File: src/rtl/rsc_pkg.sv
package rsc_pkg;
  localparam int unsigned CODE_W = 2;
  localparam int unsigned MOD_W  = 3;

  typedef logic [CODE_W-1:0] rate_code_t;

  typedef struct packed {
    logic [MOD_W-1:0] modulus;
    logic             band_hi;
  } rate_cfg_t;

  // Decode a rate code into a divider modulus and a VCO band.
  function automatic rate_cfg_t decode_rate(input logic std_bit, input rate_code_t code);
    rate_cfg_t cfg;
    if (std_bit) begin
      unique case (code)
        2'd0:    cfg = '{modulus: MOD_W'(4), band_hi: 1'b1};
        2'd1:    cfg = '{modulus: MOD_W'(2), band_hi: 1'b0};
        2'd2:    cfg = '{modulus: MOD_W'(2), band_hi: 1'b1};
        default: cfg = '{modulus: MOD_W'(1), band_hi: 1'b0};
      endcase
    end else begin
      cfg.band_hi = 1'b1;
      cfg.modulus = code[1] ? MOD_W'(2) : MOD_W'(4);
    end
    return cfg;
  endfunction

  // Circular successor in the search order.
  function automatic rate_code_t step_code(input rate_code_t code);
    return code + rate_code_t'(1);
  endfunction
endpackage

File: src/rtl/rsc_in_reg.sv
module rsc_in_reg #(
  parameter int unsigned W = 1
) (
  input  logic         clk,
  input  logic         rst_n,
  input  logic [W-1:0] d,
  output logic [W-1:0] q
);
  always_ff @(posedge clk or negedge rst_n) begin
    if (!rst_n) q <= '0;
    else        q <= d;
  end
endmodule

File: src/rtl/rsc_search.sv
module rsc_search
  import rsc_pkg::*;
(
  input  logic       clk,
  input  logic       rst_n,
  input  logic       auto_en,
  input  logic       sweep_done,
  input  logic       lock,
  input  logic       data_present,
  output rate_code_t code,
  output logic       adv_evt,
  output logic       hold_evt
);
  // A strobe counts only in auto mode, with data present and no lock.
  assign adv_evt  = auto_en && sweep_done && !lock && data_present;
  assign hold_evt = sweep_done && !adv_evt;

  always_ff @(posedge clk or negedge rst_n) begin
    if (!rst_n)       code <= '0;
    else if (adv_evt) code <= step_code(code);
  end
endmodule

File: src/rtl/rsc_rate_map.sv
module rsc_rate_map
  import rsc_pkg::*;
(
  input  logic             std_bit,
  input  rate_code_t       code,
  output logic [MOD_W-1:0] modulus,
  output logic             band_hi
);
  rate_cfg_t cfg;
  always_comb cfg = decode_rate(std_bit, code);
  assign modulus = cfg.modulus;
  assign band_hi = cfg.band_hi;
endmodule

File: src/rtl/rate_search_ctrl.sv
module rate_search_ctrl
  import rsc_pkg::*;
(
  input  logic              clk,
  input  logic              rst_n,
  input  logic              auto_mode_i,
  input  logic              std_mode_i,
  input  logic [CODE_W-1:0] rate_sel_i,
  input  logic              data_present_i,
  input  logic              lock_i,
  input  logic              sweep_done_i,
  output logic [MOD_W-1:0]  modulus_o,
  output logic              band_hi_o,
  output logic [CODE_W-1:0] rate_code_o,
  output logic              rate_code_oe_o
);
  logic       mode_q;
  logic       std_q;
  rate_code_t man_code_q;
  rate_code_t search_code;
  rate_code_t active_code;
  logic       adv_evt;
  logic       hold_evt;

  rsc_in_reg #(.W(1)) u_mode_reg (
    .clk(clk), .rst_n(rst_n), .d(auto_mode_i), .q(mode_q));

  rsc_in_reg #(.W(1)) u_std_reg (
    .clk(clk), .rst_n(rst_n), .d(std_mode_i), .q(std_q));

  rsc_in_reg #(.W(CODE_W)) u_sel_reg (
    .clk(clk), .rst_n(rst_n), .d(rate_sel_i), .q(man_code_q));

  rsc_search u_search (
    .clk(clk), .rst_n(rst_n), .auto_en(mode_q),
    .sweep_done(sweep_done_i), .lock(lock_i), .data_present(data_present_i),
    .code(search_code), .adv_evt(adv_evt), .hold_evt(hold_evt));

  assign active_code = mode_q ? search_code : man_code_q;

  rsc_rate_map u_map (
    .std_bit(std_q), .code(active_code),
    .modulus(modulus_o), .band_hi(band_hi_o));

  assign rate_code_o    = active_code;
  assign rate_code_oe_o = mode_q;
endmodule

File: config.mk
export PLATFORM = sky130hd
export DESIGN_NAME = rate_search_ctrl
export DESIGN_NICKNAME = d
export VERILOG_FILES = /design/src/rtl/rsc_pkg.sv /design/src/rtl/rsc_in_reg.sv /design/src/rtl/rsc_search.sv /design/src/rtl/rsc_rate_map.sv /design/src/rtl/rate_search_ctrl.sv
export SDC_FILE = /design/constraint.sdc
export NUM_CORES = 1
export LEC_CHECK = 0
export ABC_AREA = 1
export ABC_CLOCK_PERIOD_IN_PS = 1500
export CORE_AREA = 2 2 39 41
export CTS_CLUSTER_SIZE = 25
export DETAILED_ROUTE_END_ITERATION = 6
export DIE_AREA = 0 0 41 43
export DONT_BUFFER_PORTS = 1
export PLACE_DENSITY_LB_ADDON = 0.2
export SKIP_CTS_REPAIR_TIMING = 1
export SLEW_MARGIN = 10
export SYNTH_ARGS = -nofsm -noshare
export SYNTH_HDL_FRONTEND = slang
export SYNTH_HIERARCHICAL = 1
export SYNTH_SLANG_ARGS = --single-unit
File: constraint.sdc
create_clock -name clk -period 1.5 [get_ports clk]
set_input_delay 0.225 -clock clk [delete_from_list [all_inputs] [get_ports clk]]
set_output_delay 0.225 -clock clk [all_outputs]
set_load 0.05 [all_outputs]
==> key figures, run 1 <==
Critical path
  • Critical path depth in cells: 7
  • Element type at the critical path end: primary output
  • Crit path max fanout: 5
  • CP bufs+invs: 2
  • Max stage delay cell, worst path: dfrtp_2
  • Required time of the critical path: 1.27 ns
  • Family with the most delay on the worst path: flip-flops
  • Crit path DAT: between 1 and 1.5 ns
  • CP Launch Type: register
  • CP Cell Sequence: inv_4, nand2_4, nand2_8, inv_6, ha_4, nand2_4, o21ai_4
  • Max stage delay on crit path: about 0.45 ns
  • WS Path Type: register to primary output
  • R2R depth: 5
  • Most frequent cell on the critical path: nand2_4

STA
  • Slew Limit Fails: 0
  • Final period utilization: 1.110
  • RSZ-0062 raised after global routing: true
  • Hold_ws: about 0.14 ns
  • # setup viols final: 4
  • Fmax: 0.6007 GHz
  • Min Tclk post-route: 1.665 ns
  • Worst Tran Pin Value: 0.4824 ns
  • Final TNS setup: -0.6124 ns
  • Slew HR: 0.6784
  • Final WS setup: -0.1648 ns
  • Final Hold Vio Count: 0
  • Worst Clk Skew: 0.00001971 ns

Clock tree
  • CTS max path bufs: 2
  • Inserted Clock Buffers: 3
  • Worst-skew pair later-pin latency: 0.24 ns
  • Clock transition at the registers of the reported paths: 0.05 ns
  • H-tree depth: 1
  • Root buffer cell: clkbuf_4
  • Clock sinks: 6
  • CTS tree: yes

Detailed routing
  • 1st-pass router iterations: 1
  • Vias: 322
  • Post-Route WL: 717 um
  • Antenna Violating Nets Remaining: 0
  • Routed len/inst: approximately 9.7 um
  • DRC: 0
  • Iter 0 DRT Violations: 0
  • Via/cell ratio: 4.351

Global routing
  • Grt met1 use: 0.09272
  • GR peak layer: met2
  • Pin count of the biggest net entering global routing: 7
  • First-pass GRT wire length: 1124 um
  • Met3 Resource Use GR: 0.03665
  • GR Overflow Total: 0
  • Vias in the first global route: 310
  • All-Layer GR Usage: 0.09828
  • GRT met2 Usage: 0.1563
  • Initial antenna violation count: 0

Floorplan
  • Core ar.: 1384 um2
  • Starting Density: 0.2333
  • I/O pins: 16
  • Height of the die: 43 um
  • Die width: 41 um
  • Die area: about 1800 um2
  • Num rows: 14

Layout
  • Fillers: 140
  • Finished layout cell area: 628.1 um2
  • FF+latch area: 151.4 um2
  • Share of cells above drive strength 1: 0.5517
  • Post-layout util: 0.4539
  • Multi-input gate area: 271.5 um2
  • Commonest cells after routing, fill and taps aside: nand2_1 (8), buf_4 (6), nand2_4 (5), dlygate4sd3_1 (5), dfrtp_1 (5)
  • Layout Nets: 71
  • Area growth from synthesis to final layout: 94.57%
  • Antenna Cells: 0
  • Commonest non-fill, non-tap cell in the layout: nand2_1

Power and ir drop
  • Pwr/cell area: 1145 nW/um2
  • Pleak: 0.0002909 uW
  • Overall power: 719.1 uW
  • Peak supply drop: 0.0005198 V

Hold path
  • Min-delay worst type: primary input to register
  • Worst hold stages: 2

Placement
  • RePlAce Congestion: 0.6426
  • Area post-placement: 499.2 um2
  • PortBufs: 0

Logic synthesis
  • Synthesized cell area: 322.8 um2
  • Synth Instances: 42
  • Syn avg cell area: around 7.7 um2
  • Syn nets: 54
  • Synth warnings: 6

Status
  • Status: finished, violations left
  • Failing checks: setup timing

Flow run
  • # Max-Cap Violations: 0
## power by group
| group | switching, uW | total (uW) | internal (uW) |
|---|---|---|---|
| Clock | 54.7 | 155 | 101 |
| Sequential | 26.7 | 209 | 182 |
| Combinational | 216 | 355 | 139 |
## layer usage
metal  part of all wire  wire length, um  up-vias
met3              0.035               25        0
met1               0.33              234      153
met2               0.64              457        9
li1                   -                -      160
met5                  0                0        -
met4                  0                0        0
## through the flow
step                instances  setup WS, ns
CTS                        66       -0.2371
global route               74       -0.2242
floorplan                  42       -0.1195
detailed placement         62       0.02809
finish                     74       -0.1648
global placement           62       0.06238
## flip-flops by register name (all words and copies together) (netlist names)
signal         flops
u_sel_reg/q        2
u_std_reg/q        1
u_search/code      2
u_mode_reg/q       1
## final timing paths
kind                                   from          endpoint  slack, ns
max in group asynchronous             rst_n      u_mode_reg/q       1.00
min reg2reg                u_search/code[0]  u_search/code[0]       0.55
max reg2reg                    u_mode_reg/q  u_search/code[1]       0.55
min in group asynchronous             rst_n  u_search/code[1]       0.28
min                          data_present_i  u_search/code[0]       0.14
max                            u_mode_reg/q      modulus_o[1]      -0.16
## worst register-to-register path, delay by kind of cell, from the launching register on
kind                   cells  cell delay, ns
DFF                        1            0.45
and+or+nand+nor            4            0.24
buffers and inverters      1            0.15
## area by class of cell
class | instances | area share
clock buffer | 4 | 0.04183
inverter | 8 | 0.06972
multi-input combinational | 28 | 0.4323
sequential | 6 | 0.2410
tap | 16 | 0.03187
timing repair buffer | 12 | 0.1833
No activity file was read; power rests on OpenSTA's default activity.
==> run 2, diff against run 1 <==
ABC_CLOCK_PERIOD_IN_PS = 1400   (was 1500)
CTS_BUF_LIST = sky130_fd_sc_hd__clkbuf_8   (was unset)
clock period = 1.4 ns   (was 1.5 ns; I/O delays follow)
==> run 2 against run 1 <==
Compared with the run above: register-to-register slack got worse by 0.09 ns; power is 16% higher; the flow still finishes with violations (setup timing); first-iteration DRC count up 4; critical path type unchanged; largest cell class unchanged; sequential share of layout area is 1.3 points higher; die area unchanged; sequential cell count stayed put; worst hold slack got worse by 0.12 ns.
==> key figures, run 2 (synthesis results as in run 1) <==
Detailed routing
  • Post-Route WL: 603 um (-16%)
  • Iter 0 DRT Violations: 4 (+4)
  • Vias: 299 (-7.1%)
  • Antenna Violating Nets Remaining: 0 (unchanged)
  • 1st-pass router iterations: 4 (+3)
  • Via/cell ratio: 4.271 (-1.8%)
  • Routed len/inst: 8.614 um (-11%)
  • DRC: 0 (unchanged)

Power and ir drop
  • Clock group share of total power: 0.306 (+0.090)
  • P_int: 519.9 uW (+23%)
  • Net Sw Power: 314.5 uW (+5.8%)
  • Pleak: 0.0002814 uW (-3.3%)
  • Gate power share: 0.426 (-0.067)
  • Net Sw Frac: 0.3769 (-0.03638)
  • Power share of the sequential group: 0.269 (-0.022)
  • Pwr/cell area: 1401 nW/um2 (+22%)
  • Peak supply drop: 0.0006939 V (+33%)

Critical path
  • CP Launch Type: register
  • Crit path max fanout: 4 (-1)
  • WS Path Type: register to primary output
  • Element type at the critical path end: primary output
  • Crit path DAT: 1.39 ns (-0.05 ns)
  • Required time of the critical path: 1.19 ns (-0.08 ns)

STA
  • Worst Clk Skew: 0.0001087 ns (+0.00008897 ns)
  • Min Tclk post-route: 1.598 ns
  • Worst Tran Pin Value: 0.3810 ns (-0.1014 ns)
  • Slew Limit Fails: 0 (unchanged)
  • Fmax: 0.6258 GHz
  • # setup viols final: 4 (unchanged)
  • Final Hold Vio Count: 0 (unchanged)
  • Final TNS setup: -0.7406 ns (-0.1282 ns)
  • Final period utilization: 1.141
  • Final WS setup: -0.1979 ns (-0.03306 ns)
  • RSZ-0062 raised after global routing: true
  • Slew HR: 0.7451 (+0.06662)
  • Hold_ws: 0.01648 ns (-0.1226 ns)

Placement
  • Post-Place Setup Slack: -0.005800 ns (-0.03389 ns)
  • RePlAce Congestion: 0.6946 (+8.1%)
  • PortBufs: 0 (unchanged)
  • Area post-placement: 521.8 um2 (+4.5%)
  • Detailed placement HPWL: ~500 um

Floorplan
  • Height of the die: 43 um (unchanged)
  • Die width: 41 um (unchanged)
  • Die area: 1763 um2 (unchanged)
  • I/O pins: 16 (unchanged)
  • Num rows: 14 (unchanged)
  • Core ar.: 1384 um2 (unchanged)
  • Starting Density: 0.2333 (unchanged)

Clock tree
  • CTS tree: yes
  • Inserted Clock Buffers: 3 (unchanged)
  • Clock sinks: 6 (unchanged)
  • Worst-skew pair later-pin latency: 0.22 ns (-0.02 ns)
  • Clock transition at the registers of the reported paths: 0.04 ns (about the same)
  • H-tree depth: 1 (unchanged)
  • CTS max path bufs: 2 (unchanged)
  • Root buffer cell: clkbuf_8

Layout
  • FF+latch area: 151.4 um2 (unchanged)
  • Commonest cells after routing, fill and taps aside: nand2_1 (9), inv_1 (5), dfrtp_1 (5)
  • Regs by FF count: u_search/code (2), u_sel_reg/q (2)
  • Fillers: 146 (+4.3%)
  • Finished layout cell area: 595.6 um2 (-5.2%)
  • Commonest non-fill, non-tap cell in the layout: nand2_1
  • Antenna Cells: 0 (unchanged)
  • Area growth from synthesis to final layout: 84.50%
  • Multi-input gate area: 249.0 um2 (-8.3%)
  • Share of cells above drive strength 1: 0.5741 (+0.02235)
  • Layout Nets: 67 (-5.6%)

Status
  • Failing checks: setup timing
  • Status: finished, violations left

Global routing
  • GR Overflow Total: 0 (unchanged)
  • Initial antenna violation count: 0 (unchanged)
  • All-Layer GR Usage: 0.08713 (-0.01114)
  • Pin count of the biggest net entering global routing: 7 (unchanged)
  • GRT met2 Usage: 0.1469 (-0.009375)
  • GR peak layer: met2
  • Vias in the first global route: 303 (-2.3%)
  • Grt met1 use: 0.08940 (-0.003311)
  • First-pass GRT wire length: 1055 um (-6.1%)
  • Met3 Resource Use GR: 0.01571 (-0.02094)

Flow run
  • # Max-Cap Violations: 0 (unchanged)

Hold path
  • Min-delay worst type: primary input to register
==> run 2: per-layer routing <==
metal	vias to the layer above	routed length (um)
li1	150	-
met1	136	217
met2	13	338
met3	0	47
met4	0	0
met5	-	0
==> run 2: worst paths after layout <==
path                                   from                to  slack [ns]  depth (start not counted)
min in group asynchronous             rst_n  u_search/code[1]        0.29                          1
setup reg to reg               u_mode_reg/q  u_search/code[1]        0.46                          5
hold reg to reg            u_search/code[0]  u_search/code[0]        0.57                          2
max in group asynchronous             rst_n      u_mode_reg/q        0.89                          1
setup / recovery               u_mode_reg/q      modulus_o[1]       -0.20                          7
hold / removal                  auto_mode_i      u_mode_reg/q        0.02                          0
==> run 2: area by class of cell <==
type,count,area share
Tap cell,16,0.03361
Multi-Input combinational cell,28,0.4181
Clock inverter,1,0.006303
Timing Repair Buffer,8,0.1450
Clock buffer,3,0.06933
Inverter,8,0.07353
Sequential cell,6,0.2542
==> run 2: power by group through the flow <==
stage          Sequential (uW)  Combinational (uW)  Clock (uW)
2_1_floorplan              226                 258           0
3_3_place_gp               224                 326           0
3_5_place_dp               226                 330           0
4_1_cts                    224                 331         265
5_1_grt                    227                 381         278
6_report                   224                 355         255
==> run 2: through the flow <==
stage          cells  power [uW]  utilization
6_report          70       834.5       0.4304
5_1_grt           70       885.9       0.4304
3_3_place_gp      65       549.4       0.3770
4_1_cts           69       819.3       0.4096
3_5_place_dp      65       555.8       0.3770
2_1_floorplan     42       484.1            -
==> run 2: critical path, cell delays in order (launching register included) <==
cell,delay (ns)
dfrtp_2,0.44
inv_4,0.09
nand2_4,0.06
nand2_8,0.07
inv_6,0.04
ha_4,0.26
nand2_4,0.04
o21ai_4,0.16
==> run 3, diff against run 2 <==
SETUP_SLACK_MARGIN = 0.1   (was unset)
==> run 3 against run 2 <==
Compared with the run above: the flow still finishes with violations (setup timing); non-clock buffer count stayed put; sequential power hardly changed; combinational power is 1% higher; critical path type unchanged; highest routed layer unchanged; critical endpoint unchanged; sequential cell count stayed put; critical path depth stayed put.
==> key figures, run 3 (synthesis results as in run 1) <==
Placement
  • Area post-placement: 521.8 um2 (unchanged)
  • RePlAce Congestion: 0.6946 (unchanged)
  • PortBufs: 0 (unchanged)
  • Detailed placement HPWL: 500.2 um (unchanged)

Layout
  • Layout Nets: 67 (unchanged)
  • Share of cells above drive strength 1: 0.5741 (unchanged)
  • Regs by FF count: u_search/code (2), u_sel_reg/q (2)
  • Fillers: 146 (unchanged)
  • Commonest non-fill, non-tap cell in the layout: nand2_1
  • Finished layout cell area: 599.3 um2 (+0.63%)
  • Antenna Cells: 0 (unchanged)
  • FF+latch area: 151.4 um2 (unchanged)
  • Multi-input gate area: 249.0 um2 (unchanged)
  • Post-layout util: 0.4331 (+0.002712)
  • Commonest cells after routing, fill and taps aside: nand2_1 (9), inv_1 (5), dfrtp_1 (5)
  • Area growth from synthesis to final layout: 85.66%

Global routing
  • Pin count of the biggest net entering global routing: 7 (unchanged)
  • Initial antenna violation count: 0 (unchanged)
  • GR Overflow Total: 0 (unchanged)
  • Vias in the first global route: 303 (unchanged)
  • First-pass GRT wire length: 1055 um (unchanged)
  • All-Layer GR Usage: 0.08713 (unchanged)

Critical path
  • Reg2reg start: u_mode_reg/q
  • Element type at the critical path end: primary output
  • WS Path Type: register to primary output
  • Required time of the critical path: 1.19 ns (about the same)
  • CP Launch Type: register
  • Crit path max fanout: 4 (unchanged)
  • Crit path DAT: 1.39 ns (about the same)
  • Worst r2r dst: u_search/code[1]
  • Critical Path Source: u_mode_reg/q
  • Most frequent cell on the critical path: nand2_4
  • R2R depth: 5 (unchanged)
  • Reg2reg setup slack: 0.46 ns (about the same)
  • Max stage delay on crit path: 0.44 ns (about the same)
  • CP Cell Sequence: inv_4, nand2_4, nand2_8, inv_6, ha_4, nand2_4, o21ai_4
  • End of the critical path: modulus_o[1]
  • Max stage delay cell, worst path: dfrtp_2

STA
  • Final period utilization: 1.141 (unchanged)
  • RSZ-0062 raised after global routing: true
  • Final WS setup: -0.1979 ns (unchanged)
  • Slew HR: 0.7451 (unchanged)
  • Final Hold Vio Count: 0 (unchanged)
  • Worst Clk Skew: 0.0001087 ns (unchanged)
  • Min Tclk post-route: 1.598 ns (unchanged)
  • Fmax: 0.6258 GHz (unchanged)
  • Worst Tran Pin Value: 0.3810 ns (unchanged)
  • Final TNS setup: -0.7406 ns (-0.00001200 ns)
  • Hold_ws: 0.01648 ns (unchanged)
  • # setup viols final: 4 (unchanged)
  • Slew Limit Fails: 0 (unchanged)

Clock tree
  • Clock sinks: 6 (unchanged)
  • Inserted Clock Buffers: 3 (unchanged)
  • CTS tree: yes
  • Root buffer cell: clkbuf_8
  • Worst-skew pair later-pin latency: 0.22 ns (about the same)
  • H-tree depth: 1 (unchanged)
  • Clock transition at the registers of the reported paths: 0.04 ns (about the same)
  • CTS max path bufs: 2 (unchanged)

Power and ir drop
  • Peak supply drop: 0.0006980 V (+0.59%)
  • Pleak: 0.0002827 uW (+0.47%)
  • Overall power: 838.3 uW (+0.46%)
  • Pwr/cell area: 1399 nW/um2 (-0.17%)

Detailed routing
  • 1st-pass router iterations: 5 (+1)
  • Antenna Violating Nets Remaining: 0 (unchanged)
  • DRC: 0 (unchanged)
  • Routed len/inst: 8.629 um (+0.17%)
  • WL met1: 216 um (-0.46%)
  • Uppermost layer routed: met3
  • DR WL met3: 48 um (+2.1%)
  • Vias: 300 (+0.33%)
  • Met2 wire length: 339 um (+0.30%)
  • Post-Route WL: 604 um (+0.17%)
  • Iter 0 DRT Violations: 4 (unchanged)
  • Via/cell ratio: 4.286 (+0.33%)

Floorplan
  • Num rows: 14 (unchanged)
  • Die width: 41 um (unchanged)
  • I/O pins: 16 (unchanged)
  • Core ar.: 1384 um2 (unchanged)
  • Height of the die: 43 um (unchanged)
  • Die area: 1763 um2 (unchanged)
  • Starting Density: 0.2333 (unchanged)

Flow run
  • # Max-Cap Violations: 0 (unchanged)

Status
  • Failing checks: setup timing
  • Status: finished, violations left

Hold path
  • Min-delay worst type: primary input to register
-- run 3: cell counts in the layout (fill, tap and decap cells not counted) --
Identical to the previous run, type by type.
-- run 3: cell type report --
class	instances	share of cell area
multi-input combinational	28	0.4154
clock inverter	1	0.006263
inverter	8	0.07307
timing repair buffer	8	0.1503
sequential	6	0.2526
tap	16	0.03340
clock buffer	3	0.06889
-- run 3: power breakdown --
part	internal (uW)	switching [uW]	leakage [uW]
Sequential	196	28.4	0.0000701
Clock	188	67.3	0.0000269
Combinational	139	220	0.000186
-- run 3: worst min path at each step --
stage                     start             end  slack, ns  cells after the start
floorplan                 rst_n    u_mode_reg/q      -0.09                      0
detailed placement        rst_n  u_sel_reg/q[1]      -0.09                      0
CTS                       rst_n    u_mode_reg/q      -0.32                      0
finish              auto_mode_i    u_mode_reg/q       0.02                      0
global placement          rst_n  u_sel_reg/q[0]      -0.09                      0
global route        auto_mode_i    u_mode_reg/q      0.004                      0
-- run 3: routing by layer --
| metal | track usage | vias up |
|---|---|---|
| li1 | - | 150 |
| met1 | 0.08940 | 136 |
| met2 | 0.1469 | 14 |
| met3 | 0.01571 | 0 |
| met4 | 0.06000 | 0 |
| met5 | 0 | - |
-- run 3: through the flow --
stage / std cells / setup WS [ns]
finish: 70 / -0.1979
global route: 70 / -0.2558
CTS: 69 / -0.2448
detailed placement: 65 / -0.005800
global placement: 65 / 0.01038
floorplan: 42 / -0.2045
-- run 3: critical path, delay by kind of cell, from the launching register on --
family	cells	cell delay, ns
compound gates	1	0.16
buf+inv	2	0.13
simple gates	3	0.17
flops	1	0.44
fa+ha+maj	1	0.26
